[src/rtl/irqc_pkg.sv]
// Package: register addresses and shared constants of the interrupt controller.
package irqc_pkg;
    localparam int REG_ADDR_W = 2;
    typedef enum logic [REG_ADDR_W-1:0] {
        REG_ENABLE  = 2'd0,
        REG_PENDING = 2'd1,
        REG_MODE    = 2'd2,
        REG_BASE    = 2'd3
    } reg_sel_e;
endpackage

[src/rtl/irqc_line_cell.sv]
// One request line: registers the input, captures rising edges in edge mode,
// and presents the ungated active state. Assumes mode_i is stable register state.
module irqc_line_cell (
    input  logic clk,
    input  logic rst_n,
    input  logic line_i,
    input  logic mode_i,
    input  logic clr_i,
    output logic active_o
);
    logic prev_q;
    logic lat_q;

    // Track previous input and hold captured edge events; set wins over clear.
    always_ff @(posedge clk) begin
        if (!rst_n) begin
            prev_q <= 1'b0;
            lat_q  <= 1'b0;
        end else begin
            prev_q <= line_i;
            if (!mode_i)
                lat_q <= 1'b0;
            else if (line_i && !prev_q)
                lat_q <= 1'b1;
            else if (clr_i)
                lat_q <= 1'b0;
        end
    end

    // Select level or latched view of the line.
    always_comb active_o = mode_i ? lat_q : line_i;

    // a rise seen in edge mode is captured at the next edge.
    p_edge_set_r3: assert property (@(posedge clk) disable iff (!rst_n)
        (mode_i && line_i && !prev_q) |=> lat_q);
    // without a clear the captured event is held.
    p_edge_hold_r4: assert property (@(posedge clk) disable iff (!rst_n)
        (mode_i && lat_q && !clr_i) |=> lat_q);
    // level mode keeps the latch empty.
    p_level_clean_r11: assert property (@(posedge clk) disable iff (!rst_n)
        !mode_i |=> !lat_q || $past(mode_i) == 1'b0 && mode_i);
endmodule

[src/rtl/irqc_prio.sv]
// Priority encoder: returns the lowest-numbered set bit of the vector.
// Assumes IDX_W is wide enough to index N lines.
module irqc_prio #(
    parameter int N     = 32,
    parameter int IDX_W = (N > 1) ? $clog2(N) : 1
) (
    input  logic             clk,
    input  logic             rst_n,
    input  logic [N-1:0]     vec_i,
    output logic [IDX_W-1:0] idx_o,
    output logic             valid_o
);
    // Scan from the top down so the lowest set index is assigned last.
    always_comb begin
        idx_o   = '0;
        valid_o = |vec_i;
        for (int i = N - 1; i >= 0; i--) begin
            if (vec_i[i]) idx_o = IDX_W'(i);
        end
    end

    // the reported line is pending and no lower line is.
    p_prio_lowest_r7: assert property (@(posedge clk) disable iff (!rst_n)
        valid_o |-> (vec_i[idx_o] && ((vec_i & ((N'(1) << idx_o) - N'(1))) == '0)));
    // idle vector reports index zero.
    p_prio_idle_r7: assert property (@(posedge clk) disable iff (!rst_n)
        !valid_o |-> (idx_o == '0));
endmodule

[src/rtl/irqc_regs.sv]
// Software register file: enable, mode and vector base, plus read mux and the
// pending-clear mask. Assumes NUM_LINES <= DATA_W and BASE_W <= DATA_W.
module irqc_regs
    import irqc_pkg::*;
#(
    parameter int              NUM_LINES = 32,
    parameter int              DATA_W    = 32,
    parameter int              BASE_W    = 16,
    parameter logic [BASE_W-1:0] BASE_RST = 16'h0100
) (
    input  logic                  clk,
    input  logic                  rst_n,
    input  logic                  we_i,
    input  logic [REG_ADDR_W-1:0] addr_i,
    input  logic [DATA_W-1:0]     wdata_i,
    input  logic [NUM_LINES-1:0]  pending_i,
    output logic [DATA_W-1:0]     rdata_o,
    output logic [NUM_LINES-1:0]  enable_o,
    output logic [NUM_LINES-1:0]  mode_o,
    output logic [NUM_LINES-1:0]  clr_o,
    output logic [BASE_W-1:0]     base_o
);
    logic [NUM_LINES-1:0] en_q;
    logic [NUM_LINES-1:0] mode_q;
    logic [BASE_W-1:0]    base_q;

    // Apply software writes to the writable configuration registers.
    always_ff @(posedge clk) begin
        if (!rst_n) begin
            en_q   <= '0;
            mode_q <= '0;
            base_q <= BASE_RST;
        end else if (we_i) begin
            case (reg_sel_e'(addr_i))
                REG_ENABLE: en_q   <= wdata_i[NUM_LINES-1:0];
                REG_MODE:   mode_q <= wdata_i[NUM_LINES-1:0];
                REG_BASE:   base_q <= wdata_i[BASE_W-1:0];
                default:    ;
            endcase
        end
    end

    // Build the write-one-to-clear mask for the pending register.
    always_comb clr_o = (we_i && reg_sel_e'(addr_i) == REG_PENDING) ?
                        wdata_i[NUM_LINES-1:0] : '0;

    // Combinational read of the addressed register, zero-extended.
    always_comb begin
        case (reg_sel_e'(addr_i))
            REG_ENABLE:  rdata_o = DATA_W'(en_q);
            REG_PENDING: rdata_o = DATA_W'(pending_i);
            REG_MODE:    rdata_o = DATA_W'(mode_q);
            default:     rdata_o = DATA_W'(base_q);
        endcase
    end

    assign enable_o = en_q;
    assign mode_o   = mode_q;
    assign base_o   = base_q;

    // leaving reset, configuration is at its reset values.
    p_cfg_reset_r1: assert property (@(posedge clk) disable iff (!rst_n)
        $rose(rst_n) |-> (en_q == '0 && mode_q == '0 && base_q == BASE_RST));
    // registers change only on a write strobe.
    p_cfg_stable_r10: assert property (@(posedge clk) disable iff (!rst_n)
        !we_i |=> ($stable(en_q) && $stable(mode_q) && $stable(base_q)));
endmodule

[src/rtl/irq_line_ctrl.sv]
// Top of the per-line interrupt controller: one capture cell per line, a
// register file, enable gating, request qualification and priority encoding.
// Assumes irq_in is synchronous to clk.
module irq_line_ctrl
    import irqc_pkg::*;
#(
    parameter int NUM_LINES = 32,
    parameter int DATA_W    = 32,
    parameter int BASE_W    = 16,
    parameter int IDX_W     = (NUM_LINES > 1) ? $clog2(NUM_LINES) : 1
) (
    input  logic                  clk,
    input  logic                  rst_n,
    input  logic [NUM_LINES-1:0]  irq_in,
    input  logic                  global_ie,
    input  logic                  vect_mode,
    input  logic                  reg_we,
    input  logic [REG_ADDR_W-1:0] reg_addr,
    input  logic [DATA_W-1:0]     reg_wdata,
    output logic [DATA_W-1:0]     reg_rdata,
    output logic [NUM_LINES-1:0]  pending_o,
    output logic                  irq_req,
    output logic [IDX_W-1:0]      prio_idx,
    output logic                  prio_valid,
    output logic [BASE_W-1:0]     vec_base,
    output logic                  vec_take
);
    logic [NUM_LINES-1:0] enable_w;
    logic [NUM_LINES-1:0] mode_w;
    logic [NUM_LINES-1:0] clr_w;
    logic [NUM_LINES-1:0] active_w;

    irqc_regs #(
        .NUM_LINES (NUM_LINES),
        .DATA_W    (DATA_W),
        .BASE_W    (BASE_W),
        .BASE_RST  (BASE_W'(16'h0100))
    ) u_regs (
        .clk       (clk),
        .rst_n     (rst_n),
        .we_i      (reg_we),
        .addr_i    (reg_addr),
        .wdata_i   (reg_wdata),
        .pending_i (pending_o),
        .rdata_o   (reg_rdata),
        .enable_o  (enable_w),
        .mode_o    (mode_w),
        .clr_o     (clr_w),
        .base_o    (vec_base)
    );

    for (genvar g = 0; g < NUM_LINES; g++) begin : g_line
        irqc_line_cell u_cell (
            .clk      (clk),
            .rst_n    (rst_n),
            .line_i   (irq_in[g]),
            .mode_i   (mode_w[g]),
            .clr_i    (clr_w[g]),
            .active_o (active_w[g])
        );
    end

    // Gate each active line with its enable bit.
    always_comb pending_o = active_w & enable_w;

    irqc_prio #(
        .N     (NUM_LINES),
        .IDX_W (IDX_W)
    ) u_prio (
        .clk     (clk),
        .rst_n   (rst_n),
        .vec_i   (pending_o),
        .idx_o   (prio_idx),
        .valid_o (prio_valid)
    );

    // Qualify the combined request and the vectored-take flag.
    always_comb begin
        irq_req  = prio_valid & global_ie;
        vec_take = irq_req & vect_mode;
    end

    // no disabled line is ever reported pending.
    p_pend_gated_r2: assert property (@(posedge clk) disable iff (!rst_n)
        (pending_o & ~enable_w) == '0);
    // a request needs the global enable and a pending line.
    p_req_qual_r6: assert property (@(posedge clk) disable iff (!rst_n)
        irq_req |-> (global_ie && pending_o != '0));
    // vectored take implies vectored mode and a request.
    p_take_r9: assert property (@(posedge clk) disable iff (!rst_n)
        vec_take |-> (vect_mode && irq_req));
endmodule

[config.mk]
export PLATFORM = sky130hd
export DESIGN_NAME = irq_line_ctrl
export DESIGN_NICKNAME = d
export VERILOG_FILES = /design/src/rtl/irqc_pkg.sv /design/src/rtl/irqc_line_cell.sv /design/src/rtl/irqc_prio.sv /design/src/rtl/irqc_regs.sv /design/src/rtl/irq_line_ctrl.sv
export SDC_FILE = /design/constraint.sdc
export NUM_CORES = 1
export LEC_CHECK = 0
export CAP_MARGIN = 10
export CORE_MARGIN = 2
export CORE_UTILIZATION = 45
export CTS_BUF_LIST = sky130_fd_sc_hd__clkbuf_4
export CTS_CLUSTER_DIAMETER = 40
export CTS_CLUSTER_SIZE = 20
export DETAILED_ROUTE_END_ITERATION = 7
export GPL_TIMING_DRIVEN = 0
export PLACE_DENSITY_LB_ADDON = 0.12
export SLEW_MARGIN = 20
export SYNTH_ARGS = -nofsm -noshare
export SYNTH_HDL_FRONTEND = slang
export SYNTH_SLANG_ARGS = --single-unit
export TNS_END_PERCENT = 1
[constraint.sdc]
create_clock -name clk -period 3.36 [get_ports clk]
set_clock_uncertainty 0.05 [all_clocks]
set_input_delay 0.672 -clock clk [delete_from_list [all_inputs] [get_ports clk]]
set_output_delay 0.672 -clock clk [all_outputs]
set_load 0.01 [all_outputs]
==> results of run 1 <==
layer usage:
| layer | track usage | wire, µm |
|---|---|---|
| met5 | 0 | 0 |
| met2 | 0.448 | 10800 |
| met1 | 0.379 | 10000 |
| met3 | 0.0632 | 1870 |
| met4 | 0.111 | 448 |
flip-flops by register name, summed over array words and instances (netlist names):
signal,cells
g_line.u_cell.lat_q,32
g_line.u_cell.prev_q,32
u_regs.base_o,16
u_regs.enable_o,32
u_regs.mode_o,32
report_power, final:
| part | switching, mW | total [mW] | internal [mW] |
|---|---|---|---|
| logic | 0.323 | 0.637 | 0.314 |
| registers | 0.0390 | 1.80 | 1.76 |
| clock network | 0.611 | 1.04 | 0.432 |
cell usage after synthesis (all sizes together) (2+ instances only):
| library cell | number |
|---|---|
| a2111oi | 4 |
| a21boi | 79 |
| a21oi | 35 |
| a22oi | 3 |
| and2 | 33 |
| and3 | 2 |
| buf | 3 |
| clkbuf | 43 |
| dfxtp | 144 |
| inv | 23 |
| mux2 | 20 |
| mux2i | 28 |
| mux4 | 16 |
| nand2 | 247 |
| nand2b | 2 |
| nand3 | 8 |
| nand4 | 2 |
| nor2 | 44 |
| nor2b | 42 |
| nor3 | 2 |
| nor4 | 3 |
| o211ai | 3 |
| o21ai | 3 |
| o22ai | 16 |
| or3b | 2 |
| or4 | 2 |
repair_timing:
| action | CTS | global route |
|---|---|---|
| resized for setup | 98 | 45 |
| buffers inserted | 9 | 6 |
| hold buffers | 0 | 0 |
| endpoints found under the setup margin | 40 | 29 |
| pin swaps | 20 | 17 |
| hold endpoints to repair | 0 | 0 |
placed cells by master, fill, tap and decap left out, types with 3 or more instances in the layout:
master,count
clkdlybuf4s50_1,136
nand3_1,5
mux2_2,9
clkinv_2,4
mux2_1,4
dlymetal6s2s_1,6
inv_1,20
nor2b_2,3
a21boi_0,61
o22ai_1,15
clkbuf_4,20
nand2_2,8
nor2b_1,37
buf_4,16
nand2_1,236
clkbuf_2,3
o211ai_1,3
buf_2,9
a21boi_1,18
a2111oi_4,3
dfxtp_1,135
clkinv_1,5
nand3_2,3
dfxtp_2,7
mux4_2,15
nor2_1,42
and2_1,33
mux2i_1,27
a22oi_2,3
mux2_4,7
a21oi_1,35
clkbuf_1,36
dlygate4sd2_1,7
nand2_4,3
critical path: stages:
cell	delay, ns
clkdlybuf4s50_1	0.46
mux2_2	0.32
nand2_4	0.13
nand4_1	0.10
buf_4	0.17
nor4_4	0.25
or3b_4	0.43
and3_1	0.15
buf_2	0.13
kinds of logic after synthesis:
group                  after synthesis
buffers and inverters               69
DFF                                144
AOI/OAI and AO/OA                  153
muxes                               64
and+or+nand+nor                    393
per-stage QoR:
step	utilization	area [µm²]	worst slack [ns]	setup TNS (ns)	hold slack (ns)
global route	0.619	9300	-0.243	-1.26	0.308
global placement	0.576	8650	-1.46	-26.57	0.405
finish	0.619	9300	-0.171	-0.696	0.321
floorplan	-	6850	0.257	0	0.389
detailed placement	0.576	8650	-1.45	-26.88	0.410
CTS	0.609	9150	-0.184	-0.984	0.404
path summary, 6_finish.rpt:
path	start	cells past startpoint	endpoint
worst max register to register	u_regs.mode_o[0]	2	u_regs.mode_o[0]
worst min register to register	u_regs.mode_o[11]	2	g_line[11].u_cell.lat_q
worst min-delay path	irq_in[10]	2	g_line[10].u_cell.prev_q
worst max-delay path	irq_in[19]	9	vec_take
layout make-up:
class                   instances  area, µm²  share of cell area
multi-input cells             610       3940               0.424
flip-flops and latches        144       2900               0.312
repair buffers                172       1650               0.177
plain buffers                  46        240              0.0258
well taps                     188        235              0.0253
clock buffers                  19        143              0.0153
clock inverters                11       98.8              0.0106
inverters                      23       91.3             0.00982
diodes                          1       2.50            0.000269
==> out/results.ini, run 1 <==
[sta]
slew_viol_final=0
finalCriticalPeriod_ns=3.53
hold_violations=0
setup_ws_ns=-0.171
worst_slew_margin_rel=0.372
rsz0062_at_grt=yes
worst_pin_slew_ns=0.942
finalCritPeriodShare=1.05
setup_viol=8
max_freq_mhz=283

[yosys]
synth_xor_xnor_area_share=0
syn_nets=894
yosys-top-cells-area=dfxtp_1 42%, nand2_1 13%, a21boi_0 6.7%
syn_avg_cell_area_um2=8.32
synth-simple-area-share=0.259
synthArstFlopShare=0
yosysWarnings=0
ys.flop_type=dfxtp_1
synthCells=823
yosysTopAreaCell=dfxtp_1
synth_edf_count=0
synth_top_area_frac=0.421
synthAdderAreaFrac=0
synth_mux_area_frac=0.128
synth-seq-area-share=0.421
syn_area_um2=6850
ys_seq_elements=144
synthDistinctLibCells=55
synth_top_family_by_area=simple AND/OR/NAND/NOR gates
synth_compound_area_frac=0.154

[floorplan]
die_w_um=127
rows=45
dieArea_um2=16200
pin_count=159
initial_utilization=0.455
die_h_um=127
coreArea_um2=15000

[route]
vias=6716
drt_iter0_drc=583
dr.pass1.iters=6
ant_nets=0
post_drt_wl_per_cell_um=19.1
route.detailed.drc=0
viasPerCell=5.53
routed_wl_um=23100

[layout]
drive_above_1_share=0.143
synthToLayoutAreaGrowth_pct=35.9
final_nets=1085
final_cells=1214
nFillCells=1354

[grt]
grt_overflow=0
grt_max_degree=17
grt_pass1_vias=6186
grtUsageTotal=0.283
grt_pass1_wl_um=34900
antenna_found_initial=1

[power]
leakage_nw=3.62
p_total_mw=3.48
vdd_ir_drop_max_uv=245
power-per-cell-area_nw_per_um2=374

[worst_setup_path]
arrival_ns=2.81
cp_max_fo=6
startpoint_type=input port
end_kind=output port
worst_ep_required_time_ns=2.64
path_class=in -> out
r2r_setup_slack_ns=2.50

[place]
dp_hpwl_um=16100
gp_congestion=0.852
placed_cells=1168
port_buffers=157

[cts]
cts_root_buf=clkbuf_4
cts_buffers=17
htree_levels=4
cts_tree=built
clockBufferDepth=2
worstSkewPairLatency_ns=0.57
cts_sinks=144
clk_pin_slew_ns=0.12

[flow_run]
cap_violations=0

[outcome]
status=complete, but fails checks
failed_checks=negative setup slack

[min_path]
hold_class=in -> reg

Note: power is estimated with default switching activity, not from simulation.
==> inputs of run 2 (changes only) <==
--- a/config.mk
+++ b/config.mk
@@ -6,13 +6,13 @@
 export NUM_CORES = 1
 export LEC_CHECK = 0
 export CAP_MARGIN = 10
-export CORE_MARGIN = 2
 export CORE_UTILIZATION = 45
 export CTS_BUF_LIST = sky130_fd_sc_hd__clkbuf_4
 export CTS_CLUSTER_DIAMETER = 40
 export CTS_CLUSTER_SIZE = 20
 export DETAILED_ROUTE_END_ITERATION = 7
 export GPL_TIMING_DRIVEN = 0
+export MAX_ROUTING_LAYER = met4
 export PLACE_DENSITY_LB_ADDON = 0.12
 export SLEW_MARGIN = 20
 export SYNTH_ARGS = -nofsm -noshare
==> out/results.ini, run 2 (synthesis gave the netlist of run 1 again) <==
[power]
sw_frac_of_total=0.277  ; was 0.279
pwr-share-seq=0.515  ; was 0.518
p_switching_uw=969  ; was 972 µW
vdd_ir_drop_max_uv=287  ; was 245 µV
power-per-cell-area_nw_per_um2=372  ; was 374 nW/µm²
cellInternalPower_mw=2.53  ; was 2.51 mW
leakage_nw=3.78  ; was 3.62 nW
p_comb_frac=0.185  ; was 0.183
power_frac_clock=0.300  ; was 0.299

[min_path]
hold_class=in -> reg  ; unchanged

[worst_setup_path]
startpoint_type=input port  ; unchanged
cp_max_fo=4  ; was 6
end_kind=output port  ; unchanged
arrival_ns=2.77  ; was 2.81 ns
worst_ep_required_time_ns=2.64  ; about the same
path_class=in -> out  ; unchanged

[route]
route.detailed.drc=9  ; was 0
post_drt_wl_per_cell_um=18.7  ; was 19.1 µm
ant_nets=0  ; unchanged
routed_wl_um=22700  ; was 23100 µm
viasPerCell=5.55  ; was 5.53
dr.pass1.iters=7  ; was 6
vias=6740  ; was 6716
drt_iter0_drc=560  ; was 583

[sta]
slew_viol_final=0  ; unchanged
finalCritPeriodShare=1.04  ; was 1.05
tns_ns=-0.428  ; was -0.696 ns
setup_ws_ns=-0.134  ; was -0.171 ns
hold_violations=0  ; unchanged
finalCriticalPeriod_ns=3.49  ; was 3.53 ns
worst_pin_slew_ns=0.954  ; was 0.942 ns
setup_viol=4  ; was 8
rsz0062_at_grt=yes  ; unchanged
whs_ns=0.384  ; was 0.321 ns
max_freq_mhz=286  ; was 283 MHz
worst_slew_margin_rel=0.364  ; was 0.372

[place]
dp_hpwl_um=15800  ; was 16100 µm
port_buffers=157  ; unchanged
placed_cells=1164  ; was 1168
gp_congestion=0.882  ; was 0.852
place_ws_ns=-1.41  ; was -1.45 ns

[floorplan]
initial_utilization=0.466  ; was 0.455
rows=44  ; was 45
die_w_um=125  ; was 127 µm
dieArea_um2=15700  ; was 16200 µm²
pin_count=159  ; unchanged
die_h_um=125  ; was 127 µm
coreArea_um2=14700  ; was 15000 µm²

[layout]
nFillCells=1310  ; was 1354
final_cells=1215  ; was 1214
synthToLayoutAreaGrowth_pct=37.3  ; was 35.9%
final_nets=1091  ; was 1085
drive_above_1_share=0.154  ; was 0.143
antenna_cells=0  ; was 1
final_common_cell=nand2_1  ; unchanged
final_cell_mix=233 x nand2_1, 134 x dfxtp_1, 126 x clkdlybuf4s50_1, 61 x a21boi_0, 43 x nor2_1  ; was 236 x nand2_1, 136 x clkdlybuf4s50_1, 135 x dfxtp_1, 61 x a21boi_0, 42 x nor2_1
fin_util=0.640  ; was 0.619
register_area_um2=2900  ; about the same
multiInputGateArea_um2=3980  ; was 3940 µm²

[grt]
antenna_found_initial=0  ; was 1
grt_pass1_vias=6252  ; was 6186
grt_max_degree=17  ; unchanged
grtUsageTotal=0.299  ; was 0.283
grt_pass1_wl_um=34500  ; was 34900 µm
grt_overflow=0  ; unchanged

[flow_run]
cap_violations=0  ; unchanged

[outcome]
failed_checks=design-rule violations, negative setup slack  ; was negative setup slack
status=complete, but fails checks  ; unchanged

[cts]
cts_hold_buf=0  ; unchanged
cts_tree=built  ; unchanged
clockBufferDepth=2  ; unchanged
cts_sinks=144  ; unchanged
worstSkewPairLatency_ns=0.55  ; was 0.57 ns
cts_buffers=17  ; unchanged
clk_pin_slew_ns=0.11  ; was 0.12 ns
cts_root_buf=clkbuf_4  ; unchanged
htree_levels=4  ; unchanged

## run 2: cell types whose count changed in the layout (fill, tap and decap cells not counted), moves of 4 or more
cell / previous run / this run
buf_2: 9 / 4
clkdlybuf4s50_1: 136 / 126
buf_4: 16 / 20
dlygate4sd2_1: 7 / 16
## run 2: power by group through the flow
stage / combinational [mW] / sequential [mW] / clock [mW]
final: 0.645 / 1.80 / 1.05
after global routing: 0.684 / 1.81 / 1.14
after CTS: 0.621 / 1.80 / 1.05
after detailed placement: 0.585 / 1.84 / 0
after global placement: 0.585 / 1.83 / 0
after floorplan: 0.287 / 1.83 / 0
## run 2: critical path, cell delays in order
cell,delay [ns]
dlygate4sd2_1,0.28
mux2_4,0.30
nand2_4,0.08
inv_4,0.05
or4_4,0.54
nand2b_4,0.16
or3b_4,0.41
and3_4,0.17
buf_6,0.11
## run 2: worst paths after layout
| check | depth (start not counted) | slack [ns] | startpoint | to |
|---|---|---|---|---|
| setup / recovery | 9 | -0.13 | irq_in[11] | vec_take |
| hold / removal | 2 | 0.38 | irq_in[31] | g_line[31].u_cell.prev_q |
| setup reg to reg | 3 | 2.54 | u_regs.mode_o[11] | u_regs.mode_o[11] |
| hold reg to reg | 2 | 0.42 | u_regs.mode_o[12] | g_line[12].u_cell.lat_q |
## run 2: routing by layer
metal | global-route usage | vias to the layer above | part of all wire
met5 | - | - | 0
met2 | 0.471 | 268 | 0.48
li1 | - | 3164 | -
met1 | 0.389 | 3276 | 0.44
met3 | 0.0578 | 32 | 0.069
met4 | 0.0868 | 0 | 0.015
## run 2: final cells by class
type,count,share of cell area
Multi-Input combinational cell,610,0.423
Sequential cell,144,0.308
Timing Repair Buffer,178,0.184
Buffer,46,0.0245
Tap cell,184,0.0245
Clock buffer,20,0.0160
Clock inverter,10,0.0102
Inverter,23,0.00972
## run 2: through the flow
step	power, mW	cell area (µm²)
final	3.50	9400
after global routing	3.63	9400
after CTS	3.47	9280
after detailed placement	2.42	8650
after global placement	2.42	8650
after floorplan	2.12	6850
## run 2: what timing repair did
item | CTS | global route
setup buffers | 15 | 6
endpoints found under the setup margin | 40 | 34
pin swaps | 25 | 11
gates resized for setup | 124 | 31
